### config.mk
export PLATFORM = sky130hd
export DESIGN_NAME = pcm_hw_if
export DESIGN_NICKNAME = d
export VERILOG_FILES = /design/src/rtl/pcm_hw_pkg.sv /design/src/rtl/pcm_rst_sync.sv /design/src/rtl/pcm_fs_edge.sv /design/src/rtl/pcm_field_seq.sv /design/src/rtl/pcm_tx_shift.sv /design/src/rtl/pcm_rx_shift.sv /design/src/rtl/pcm_hw_if.sv
export SDC_FILE = /design/constraint.sdc
export NUM_CORES = 1
export LEC_CHECK = 0
export CAP_MARGIN = 20
export CORE_MARGIN = 10
export CORE_UTILIZATION = 40
export CTS_CLUSTER_SIZE = 14
export DETAILED_ROUTE_END_ITERATION = 10
export GPL_TIMING_DRIVEN = 0
export PLACE_DENSITY = 0.67
export SYNTH_ARGS = -nofsm -noshare
export SYNTH_HDL_FRONTEND = slang
export SYNTH_SLANG_ARGS = --single-unit
### constraint.sdc
create_clock -name clk -period 1.4 [get_ports clk]
set_clock_uncertainty 0.15 [all_clocks]
set_input_delay 0.28 -clock clk [delete_from_list [all_inputs] [get_ports clk]]
set_output_delay 0.28 -clock clk [all_outputs]
set_load 0.02 [all_outputs]
### src/rtl/pcm_hw_pkg.sv
package pcm_hw_pkg;
  // Kind of field opened by a sync edge
  typedef enum logic {
    FLD_VOICE = 1'b0,
    FLD_CTRL  = 1'b1
  } fld_e;
endpackage

### src/rtl/pcm_rst_sync.sv
module pcm_rst_sync (
  input  logic clk,
  input  logic arst_n,
  output logic rst_n_o
);
  logic [1:0] sync_q;

  always_ff @(posedge clk or negedge arst_n) begin
    if (!arst_n) sync_q <= 2'b00;
    else         sync_q <= {sync_q[0], 1'b1};
  end

  assign rst_n_o = sync_q[1];
endmodule

### src/rtl/pcm_fs_edge.sv
module pcm_fs_edge
  import pcm_hw_pkg::*;
(
  input  logic clk,
  input  logic rst_n,
  input  logic fsync,
  output logic start,
  output fld_e start_kind
);
  logic fs_q;

  always_ff @(posedge clk or negedge rst_n) begin
    if (!rst_n) fs_q <= 1'b0;
    else        fs_q <= fsync;
  end

  assign start      = fsync ^ fs_q;
  assign start_kind = fsync ? FLD_VOICE : FLD_CTRL;
endmodule

### src/rtl/pcm_field_seq.sv
module pcm_field_seq
  import pcm_hw_pkg::*;
#(
  parameter int DW = 8
) (
  input  logic clk,
  input  logic rst_n,
  input  logic start,
  input  fld_e start_kind,
  output logic busy,
  output fld_e kind,
  output logic finish
);
  localparam int CW = (DW > 1) ? $clog2(DW) : 1;
  localparam logic [CW-1:0] LAST = CW'(DW - 1);

  logic [CW-1:0] cnt_q, cnt_d;
  logic          busy_d;
  fld_e          kind_q, kind_d;

  assign finish = busy && (cnt_q == LAST);

  always_comb begin
    busy_d = busy;
    cnt_d  = cnt_q;
    kind_d = kind_q;
    if (start) begin
      busy_d = 1'b1;
      cnt_d  = '0;
      kind_d = start_kind;
    end else if (busy) begin
      if (finish) busy_d = 1'b0;
      else        cnt_d  = cnt_q + CW'(1);
    end
  end

  always_ff @(posedge clk or negedge rst_n) begin
    if (!rst_n) begin
      busy   <= 1'b0;
      cnt_q  <= '0;
      kind_q <= FLD_VOICE;
    end else begin
      busy   <= busy_d;
      cnt_q  <= cnt_d;
      kind_q <= kind_d;
    end
  end

  assign kind = kind_q;


  start_clr_chk: assert property (@(posedge clk) disable iff (!rst_n)
    start |=> (busy && cnt_q == '0));


  win_end_chk: assert property (@(posedge clk) disable iff (!rst_n)
    (finish && !start) |=> !busy);
endmodule

### src/rtl/pcm_tx_shift.sv
module pcm_tx_shift
  import pcm_hw_pkg::*;
#(
  parameter int DW = 8
) (
  input  logic          clk,
  input  logic          rst_n,
  input  logic          start,
  input  fld_e          start_kind,
  input  logic          busy,
  input  logic          finish,
  input  logic [DW-1:0] voice_byte,
  input  logic [DW-1:0] scan_byte,
  output logic          hw_tx
);
  logic [DW-1:0] sh_q, sh_d, pick;
  logic          bit_d;

  assign pick = (start_kind == FLD_VOICE) ? voice_byte : scan_byte;

  always_comb begin
    sh_d  = sh_q;
    bit_d = hw_tx;
    if (start) begin
      bit_d = pick[DW-1];
      sh_d  = {pick[DW-2:0], 1'b0};
    end else if (finish) begin
      bit_d = 1'b0;
    end else if (busy) begin
      bit_d = sh_q[DW-1];
      sh_d  = {sh_q[DW-2:0], 1'b0};
    end
  end

  always_ff @(posedge clk or negedge rst_n) begin
    if (!rst_n) begin
      sh_q  <= '0;
      hw_tx <= 1'b0;
    end else begin
      sh_q  <= sh_d;
      hw_tx <= bit_d;
    end
  end
endmodule

### src/rtl/pcm_rx_shift.sv
module pcm_rx_shift
  import pcm_hw_pkg::*;
#(
  parameter int DW = 8
) (
  input  logic          clk,
  input  logic          rst_n,
  input  logic          hw_rx,
  input  logic          busy,
  input  logic          finish,
  input  fld_e          kind,
  output logic [DW-1:0] voice_byte,
  output logic          voice_vld,
  output logic [DW-1:0] ctrl_byte,
  output logic          ctrl_vld
);
  logic          smp_q;
  logic [DW-1:0] sh_q, sh_d, word;
  logic [DW-1:0] voice_d, ctrl_d;
  logic          voice_vld_d, ctrl_vld_d;

  // line sampled mid-period on the falling clock edge
  always_ff @(negedge clk or negedge rst_n) begin
    if (!rst_n) smp_q <= 1'b0;
    else        smp_q <= hw_rx;
  end

  assign word = {sh_q[DW-2:0], smp_q};

  always_comb begin
    sh_d        = busy ? word : sh_q;
    voice_d     = voice_byte;
    ctrl_d      = ctrl_byte;
    voice_vld_d = 1'b0;
    ctrl_vld_d  = 1'b0;
    if (finish) begin
      if (kind == FLD_VOICE) begin
        voice_d     = word;
        voice_vld_d = 1'b1;
      end else begin
        ctrl_d      = word;
        ctrl_vld_d  = 1'b1;
      end
    end
  end

  always_ff @(posedge clk or negedge rst_n) begin
    if (!rst_n) begin
      sh_q       <= '0;
      voice_byte <= '0;
      ctrl_byte  <= '0;
      voice_vld  <= 1'b0;
      ctrl_vld   <= 1'b0;
    end else begin
      sh_q       <= sh_d;
      voice_byte <= voice_d;
      ctrl_byte  <= ctrl_d;
      voice_vld  <= voice_vld_d;
      ctrl_vld   <= ctrl_vld_d;
    end
  end


  vld_pulse_chk: assert property (@(posedge clk) disable iff (!rst_n)
    (voice_vld || ctrl_vld) |=> !(voice_vld || ctrl_vld));


  one_vld_chk: assert property (@(posedge clk) disable iff (!rst_n)
    !(voice_vld && ctrl_vld));
endmodule

### src/rtl/pcm_hw_if.sv
module pcm_hw_if
  import pcm_hw_pkg::*;
#(
  parameter int DW = 8
) (
  input  logic          clk,
  input  logic          rst_n,
  input  logic          fsync,
  input  logic          hw_rx,
  input  logic [DW-1:0] tx_voice,
  input  logic [DW-1:0] tx_scan,
  output logic          hw_tx,
  output logic          hw_tx_en,
  output logic [DW-1:0] rx_voice,
  output logic          rx_voice_vld,
  output logic [DW-1:0] rx_ctrl,
  output logic          rx_ctrl_vld
);
  logic rst_s_n;
  logic start, busy, finish;
  fld_e start_kind, kind;

  pcm_rst_sync u_rst (
    .clk     (clk),
    .arst_n  (rst_n),
    .rst_n_o (rst_s_n)
  );

  pcm_fs_edge u_edge (
    .clk        (clk),
    .rst_n      (rst_s_n),
    .fsync      (fsync),
    .start      (start),
    .start_kind (start_kind)
  );

  pcm_field_seq #(.DW(DW)) u_seq (
    .clk        (clk),
    .rst_n      (rst_s_n),
    .start      (start),
    .start_kind (start_kind),
    .busy       (busy),
    .kind       (kind),
    .finish     (finish)
  );

  pcm_tx_shift #(.DW(DW)) u_tx (
    .clk        (clk),
    .rst_n      (rst_s_n),
    .start      (start),
    .start_kind (start_kind),
    .busy       (busy),
    .finish     (finish),
    .voice_byte (tx_voice),
    .scan_byte  (tx_scan),
    .hw_tx      (hw_tx)
  );

  pcm_rx_shift #(.DW(DW)) u_rx (
    .clk        (clk),
    .rst_n      (rst_s_n),
    .hw_rx      (hw_rx),
    .busy       (busy),
    .finish     (finish),
    .kind       (kind),
    .voice_byte (rx_voice),
    .voice_vld  (rx_voice_vld),
    .ctrl_byte  (rx_ctrl),
    .ctrl_vld   (rx_ctrl_vld)
  );

  assign hw_tx_en = busy;


  idle_low_chk: assert property (@(posedge clk) disable iff (!rst_s_n)
    !hw_tx_en |-> !hw_tx);
endmodule

==> flow_metrics.py, run 1 <==
metrics = {
    "floorplanning": {
        "start_util_pct": 41.5,
        "row_count": 24,
        "die_w_um": 87.4,
        "dieArea_um2": 7650,
        "ios": 40,
        "die_h_um": 87.4,
        "core_um2": 4380,
    },
    "timing": {
        "min_period_over_period_pct": 116,
        "setup_ws_ns": -0.220,
        "finalSetupViolCount": 28,
        "clock.fmax_mhz": 617,
        "hold_viol": 0,
        "rsz0062_at_grt": "true",
        "fin_setup_tns_ns": -4.62,
        "period_minus_slack_ns": 1.62,
        "slew_violations": 0,
    },
    "final_layout": {
        "final.fill_count": 362,
        "drive_gt1_share_pct": 44.0,
        "n_antenna_cell": 0,
        "fin_nets": 203,
        "final_core_util_pct": 57.4,
        "syn_to_final_growth_pct": 38.3,
    },
    "critical_path": {
        "cp-start-kind": "flip-flop",
        "crit_fanout": 5,
        "endpoint_kind": "flip-flop",
        "critPathKind": "flip-flop to flip-flop",
        "critPathRequiredTime_ns": 1.44,
        "critPathArrivalTime_ns": 1.66,
    },
    "yosys": {
        "postSynthAreaPerCell_um2": 14.4,
        "synth_cell_types": 31,
        "synth_seq_cells": 42,
        "synth_top_area_share_pct": 56.4,
        "ys_warn_count": 0,
        "syn-instance-count": 126,
        "synth.cell_area_um2": 1820,
        "yosysSeqAreaShare_pct": 57.8,
        "synthTopCellsByArea": "dfrtp_1 (56%), mux2_2 (14%), mux2i_1 (7.7%)",
        "yosys.area.top_type": "dfrtp_1",
        "synth_fp_nets": 148,
    },
    "clock_tree": {
        "ctsLongestPathBuffers": 2,
        "tritoncts": "built",
        "clkSinkCount": 42,
        "clk_pin_slew_ns": 0.08,
        "cts_made_buffers": 5,
        "htreeDepth": 2,
        "clockRootBuffer": "clkbuf_8",
        "clkLatencyLatePin_ns": 0.30,
    },
    "route": {
        "drc": 0,
        "wl_per_cell_um": 16.6,
        "drtAntennaViolNets": 0,
        "drtIter0Drc": 56,
        "drt-total-wl_um": 3890,
        "drt_first_pass_iters": 4,
        "vias": 1179,
        "vias_per_cell": 5.04,
    },
    "status": {
        "violations": "negative setup slack",
        "status": "finished with violations",
    },
    "grt": {
        "antenna_found_initial": 0,
        "track_usage_pct": 10.8,
        "grt_remaining_overflow": 0,
        "grt_pass1_vias": 1356,
        "grt_pass1_wl_um": 6530,
        "grt_start_max_net_pins": 22,
    },
    "power": {
        "cellPowerDensity_nw_per_um2": 1210,
        "total_power_uw": 3060,
        "p_leak_uw": 0.00127,
        "ir_drop_v": 0.000585,
    },
    "placed_design": {
        "io_buffers": 39,
        "hpwlAfterDp_um": 2650,
        "gp_congestion": 0.761,
    },
    "flow_run": {
        "drv_cap": 0,
    },
    "worst_hold_path": {
        "hold_class": "flip-flop to async pin",
    },
}
-- flip-flops by register name, indices dropped and copies added, names as in the netlist, 2 cells and up --
register	count
u_rx.voice_byte	8
u_seq.cnt_q	3
u_rx.ctrl_byte	8
u_rx.sh_q	7
u_rst.sync_q	2
u_tx.sh_q	7
-- kinds of logic after synthesis --
logic type / after synthesis / synth area share (%)
AO/OA/AOI/OAI: 9 / 3.58
buffers and inverters: 9 / 3.37
XOR/XNOR: 3 / 2.27
AND/OR/NAND/NOR: 19 / 6.19
adder cells (fa/ha/maj): 2 / 1.38
flip-flops: 42 / 57.8
other: 1 / 0.206
multiplexers: 41 / 25.2
-- cell usage in the layout (no fill, tap or decap), drive strengths merged, types with 2 or more instances in the layout --
cell	count
nand2	5
and2b	2
buf	24
o21ai	2
clkdlybuf4s50	18
clkbuf	9
nor2	4
dfrtp	41
ha	2
xnor2	2
mux2	27
inv	4
mux2i	14
nand3	3
clkdlybuf4s15	5
a22oi	3
nor2b	2
-- path summary, 6_finish.rpt --
kind / end / cells after the start / slack (ns) / start
max in group asynchronous: u_rx.smp_q / 0 / 0.18 / u_rst.sync_q[1]
worst min register to register: u_seq.busy / 0 / 0.07 / u_rst.sync_q[1]
min in group clk: u_edge.fs_q / 1 / 0.18 / fsync
worst max register to register: u_tx.sh_q[4] / 5 / -0.22 / u_seq.cnt_q[0]
worst min-delay path: u_seq.busy / 0 / 0.07 / u_rst.sync_q[1]
worst max-delay path: u_tx.sh_q[4] / 5 / -0.22 / u_seq.cnt_q[0]
-- layer usage --
layer | routed length (um) | GRT usage [%]
met4 | 57 | 3.48
met1 | 1610 | 11.5
met3 | 299 | 5.34
met5 | 0 | 0
met2 | 1920 | 18.2
-- Yosys cell counts (all sizes together) --
library cell  number
dfrtp             41
nand3              2
xor2               1
nor2               4
o21ai              2
nor2b              2
a22oi              3
dfrtn              1
nor3               1
a31oi              1
nand3b             1
conb               1
mux2i             14
a222oi             1
a211oi             1
nand2              5
a2bb2oi            1
and2b              2
nand2b             1
or2                1
xnor2              2
mux2              27
buf                5
inv                4
ha                 2
-- layout make-up --
class / instances / area, um^2 / area share [%]
Buffer: 4 / 41.3 / 1.64
Clock buffer: 6 / 82.6 / 3.28
Clock inverter: 2 / 12.5 / 0.497
Inverter: 4 / 15.0 / 0.597
Multi-Input combinational cell: 76 / 842 / 33.5
Sequential cell: 42 / 1060 / 42.0
Tap cell: 52 / 65.1 / 2.59
Timing Repair Buffer: 48 / 402 / 16.0
-- through the flow --
stage / worst slack (ns) / cells / hold slack, ns / cell area, um^2
6_report: -0.220 / 234 / 0.0721 / 2520
5_1_grt: -0.277 / 234 / 0.106 / 2520
4_1_cts: -0.243 / 231 / 0.0846 / 2530
3_5_place_dp: -0.501 / 217 / 0.190 / 2320
3_3_place_gp: -0.460 / 217 / 0.187 / 2320
2_1_floorplan: -0.225 / 126 / -0.166 / 1860
-- worst max-delay path: stages, from the launching register on --
cell      delay, ns
dfrtp_1        0.39
ha_2           0.20
ha_4           0.18
nand2b_4       0.17
nand2_8        0.11
mux2_4         0.30
-- report_power, final --
| part | total, uW | internal, uW | switching [uW] |
|---|---|---|---|
| Clock | 823 | 396 | 426 |
| Combinational | 720 | 404 | 316 |
| Sequential | 1510 | 1380 | 128 |
-- what timing repair did --
item | 4_1_cts | 5_1_grt
cloned | 0 | 1
setup endpoints to repair | 49 | 42
resized for setup | 70 | 25
buffers inserted | 6 | 2
pin swaps | 3 | 1
endpoints found under the hold margin | 2 | 0
hold buffers | 1 | 0
No activity file was read; power rests on OpenSTA's default activity.
==> run 2, diff against run 1 <==
--- a/config.mk
+++ b/config.mk
@@ -7,11 +7,11 @@
 export LEC_CHECK = 0
 export CAP_MARGIN = 20
 export CORE_MARGIN = 10
-export CORE_UTILIZATION = 40
+export CORE_UTILIZATION = 45
 export CTS_CLUSTER_SIZE = 14
 export DETAILED_ROUTE_END_ITERATION = 10
 export GPL_TIMING_DRIVEN = 0
-export PLACE_DENSITY = 0.67
+export PLACE_DENSITY = 0.74
 export SYNTH_ARGS = -nofsm -noshare
 export SYNTH_HDL_FRONTEND = slang
 export SYNTH_SLANG_ARGS = --single-unit
==> run 2 against run 1 <==
  * The flow still finishes with violations (negative setup slack)
  * Critical path depth unchanged
  * Maximum frequency is 0.38% higher
  * Clock power is 18% higher
  * Clock-buffer cell count increased by 1
  * Sequential share of layout area shrank 0.94 points
  * Combinational power down 0.7%
  * Final cell count up 0.85%
  * Highest routed layer unchanged
  * Global-route usage grew 0.89 points
  * Utilization grew 7.9 points
  * Non-clock buffer count rose by 4
  * Setup slack better by 0.0061 ns
==> flow_metrics.py, run 2 (same netlist as run 1, synthesis figures left out) <==
metrics = {
    "placed_design": {
        "place_area_um2": 2320,
        "gp_congestion": 0.781,
        "io_buffers": 39,
        "hpwlAfterDp_um": 2670,
    },
    "floorplanning": {
        "die_h_um": 83.6,
        "row_count": 23,
        "ios": 40,
        "core_um2": 3940,
        "die_w_um": 83.6,
        "start_util_pct": 46.1,
        "dieArea_um2": 6990,
    },
    "clock_tree": {
        "clockRootBuffer": "clkbuf_8",
        "ctsLongestPathBuffers": 2,
        "clk_pin_slew_ns": 0.08,
        "cts_made_buffers": 5,
        "htreeDepth": 2,
        "clkSinkCount": 42,
        "tritoncts": "built",
        "clkLatencyLatePin_ns": 0.30,
    },
    "critical_path": {
        "critPathRequiredTime_ns": 1.43,
        "reg2reg_depth": 5,
        "endpoint_kind": "flip-flop",
        "critPathKind": "flip-flop to flip-flop",
        "crit_start": "u_seq.cnt_q[0]",
        "ff2ff_setup_slack_ns": -0.21,
        "reg2reg_from": "u_seq.cnt_q[0]",
        "r2r_end": "u_tx.sh_q[7]",
        "crit_fanout": 5,
        "crit_end": "u_tx.sh_q[7]",
        "critPathArrivalTime_ns": 1.64,
        "cp-start-kind": "flip-flop",
    },
    "power": {
        "ir_drop_v": 0.000584,
        "power.internal_uw": 2360,
        "cellPowerDensity_nw_per_um2": 1240,
        "power_frac_clock_pct": 30.4,
        "swShare_pct": 26.3,
        "p_leak_uw": 0.00129,
        "switching_power_uw": 839,
        "total_power_uw": 3200,
        "comb_power_share_pct": 22.4,
        "seqPwrFrac_pct": 47.3,
    },
    "timing": {
        "rsz0062_at_grt": "true",
        "period_minus_slack_ns": 1.61,
        "whs_ns": 0.0825,
        "clock.fmax_mhz": 620,
        "hold_viol": 0,
        "setup_ws_ns": -0.214,
        "slew_violations": 0,
        "finalSetupViolCount": 30,
        "min_period_over_period_pct": 115,
    },
    "final_layout": {
        "final_common_cell": "dfrtp_1",
        "final_core_util_pct": 65.3,
        "final_cell_mix": "dfrtp_1 (39), clkdlybuf4s50_1 (18), mux2i_1 (14), mux2_4 (14), mux2_2 (13)",
        "drive_gt1_share_pct": 44.6,
        "fin_nets": 207,
        "fin_area_um2": 2570,
        "n_antenna_cell": 0,
        "reg_top3": "u_rx.ctrl_byte: 8 flops, u_rx.voice_byte: 8 flops",
        "syn_to_final_growth_pct": 41.5,
        "final.fill_count": 291,
    },
    "route": {
        "drtAntennaViolNets": 0,
        "drt_first_pass_iters": 4,
        "wl_per_cell_um": 16.1,
        "drt-total-wl_um": 3800,
        "drc": 0,
        "vias": 1193,
        "drtIter0Drc": 54,
        "vias_per_cell": 5.06,
    },
    "status": {
        "status": "finished with violations",
        "violations": "negative setup slack",
    },
    "worst_hold_path": {
        "hold_class": "flip-flop to async pin",
    },
    "grt": {
        "grt_pass1_wl_um": 6820,
        "grt_remaining_overflow": 0,
        "grt_start_max_net_pins": 22,
        "antenna_found_initial": 0,
        "track_usage_pct": 11.7,
        "grt_pass1_vias": 1415,
    },
    "flow_run": {
        "drv_cap": 0,
    },
}
-- run 2: cell count changes in the layout (fill, tap and decap cells not counted), moves of 2 or more --
| cell | change |
|---|---|
| buf_2 | -7 |
| buf_4 | +3 |
| clkbuf_2 | +5 |
| clkdlybuf4s15_1 | +2 |
| mux2_2 | +5 |
| mux2_4 | -5 |
-- run 2: worst min path at each step --
stage | startpoint | endpoint | slack, ns | depth (start not counted)
floorplan | rst_n | u_rst.sync_q[0] | -0.17 | 0
global placement | u_rst.sync_q[0] | u_rst.sync_q[1] | 0.19 | 0
detailed placement | u_rst.sync_q[0] | u_rst.sync_q[1] | 0.19 | 0
CTS | u_rst.sync_q[1] | u_tx.sh_q[7] | 0.09 | 0
global route | u_rst.sync_q[1] | u_tx.sh_q[7] | 0.11 | 0
finish | u_rst.sync_q[1] | u_tx.sh_q[7] | 0.08 | 0
-- run 2: routing by layer --
layer	vias to the layer above	GRT usage, %	share of wire [%]
met2	38	19.4	49
met1	588	12.7	42
met5	-	0	0
met4	0	5.33	1.2
met3	5	4.79	7.9
li1	562	-	-
-- run 2: area by class of cell --
| type | count | area (um^2) | share of cell area, % |
|---|---|---|---|
| sequential | 42 | 1060 | 41.0 |
| tap | 50 | 62.6 | 2.43 |
| inverter | 4 | 15.0 | 0.583 |
| timing repair buffer | 52 | 445 | 17.3 |
| buffer | 4 | 41.3 | 1.60 |
| clock buffer | 7 | 86.3 | 3.35 |
| multi-input combinational | 76 | 837 | 32.5 |
| clock inverter | 1 | 30.0 | 1.17 |
-- run 2: what timing repair did --
item	in CTS	in global routing
pin swaps	4	1
endpoints found under the setup margin	49	43
endpoints found under the hold margin	2	0
resized for setup	69	16
buffers inserted	10	2
hold buffers	1	0
gates cloned	1	0
-- run 2: worst max-delay path, cell delays in order, from the launching register on --
cell and delay (ns):
dfrtp_1 0.38, ha_2 0.20, ha_4 0.19, nand2b_4 0.18
nand2_8 0.11, mux2_4 0.29
-- run 2: power by group through the flow --
stage	registers (uW)	logic [uW]	clock network, uW
4_1_cts	1520	744	989
5_1_grt	1540	775	1030
3_5_place_dp	1540	710	0
6_report	1510	715	971
2_1_floorplan	1630	275	0
3_3_place_gp	1520	686	0
-- run 2: per-stage QoR --
step	worst slack (ns)	instances	setup TNS [ns]
finish	-0.214	236	-4.05
detailed placement	-0.535	215	-8.83
CTS	-0.236	234	-4.51
floorplan	-0.225	126	-2.91
global placement	-0.464	215	-7.94
global route	-0.259	236	-5.60
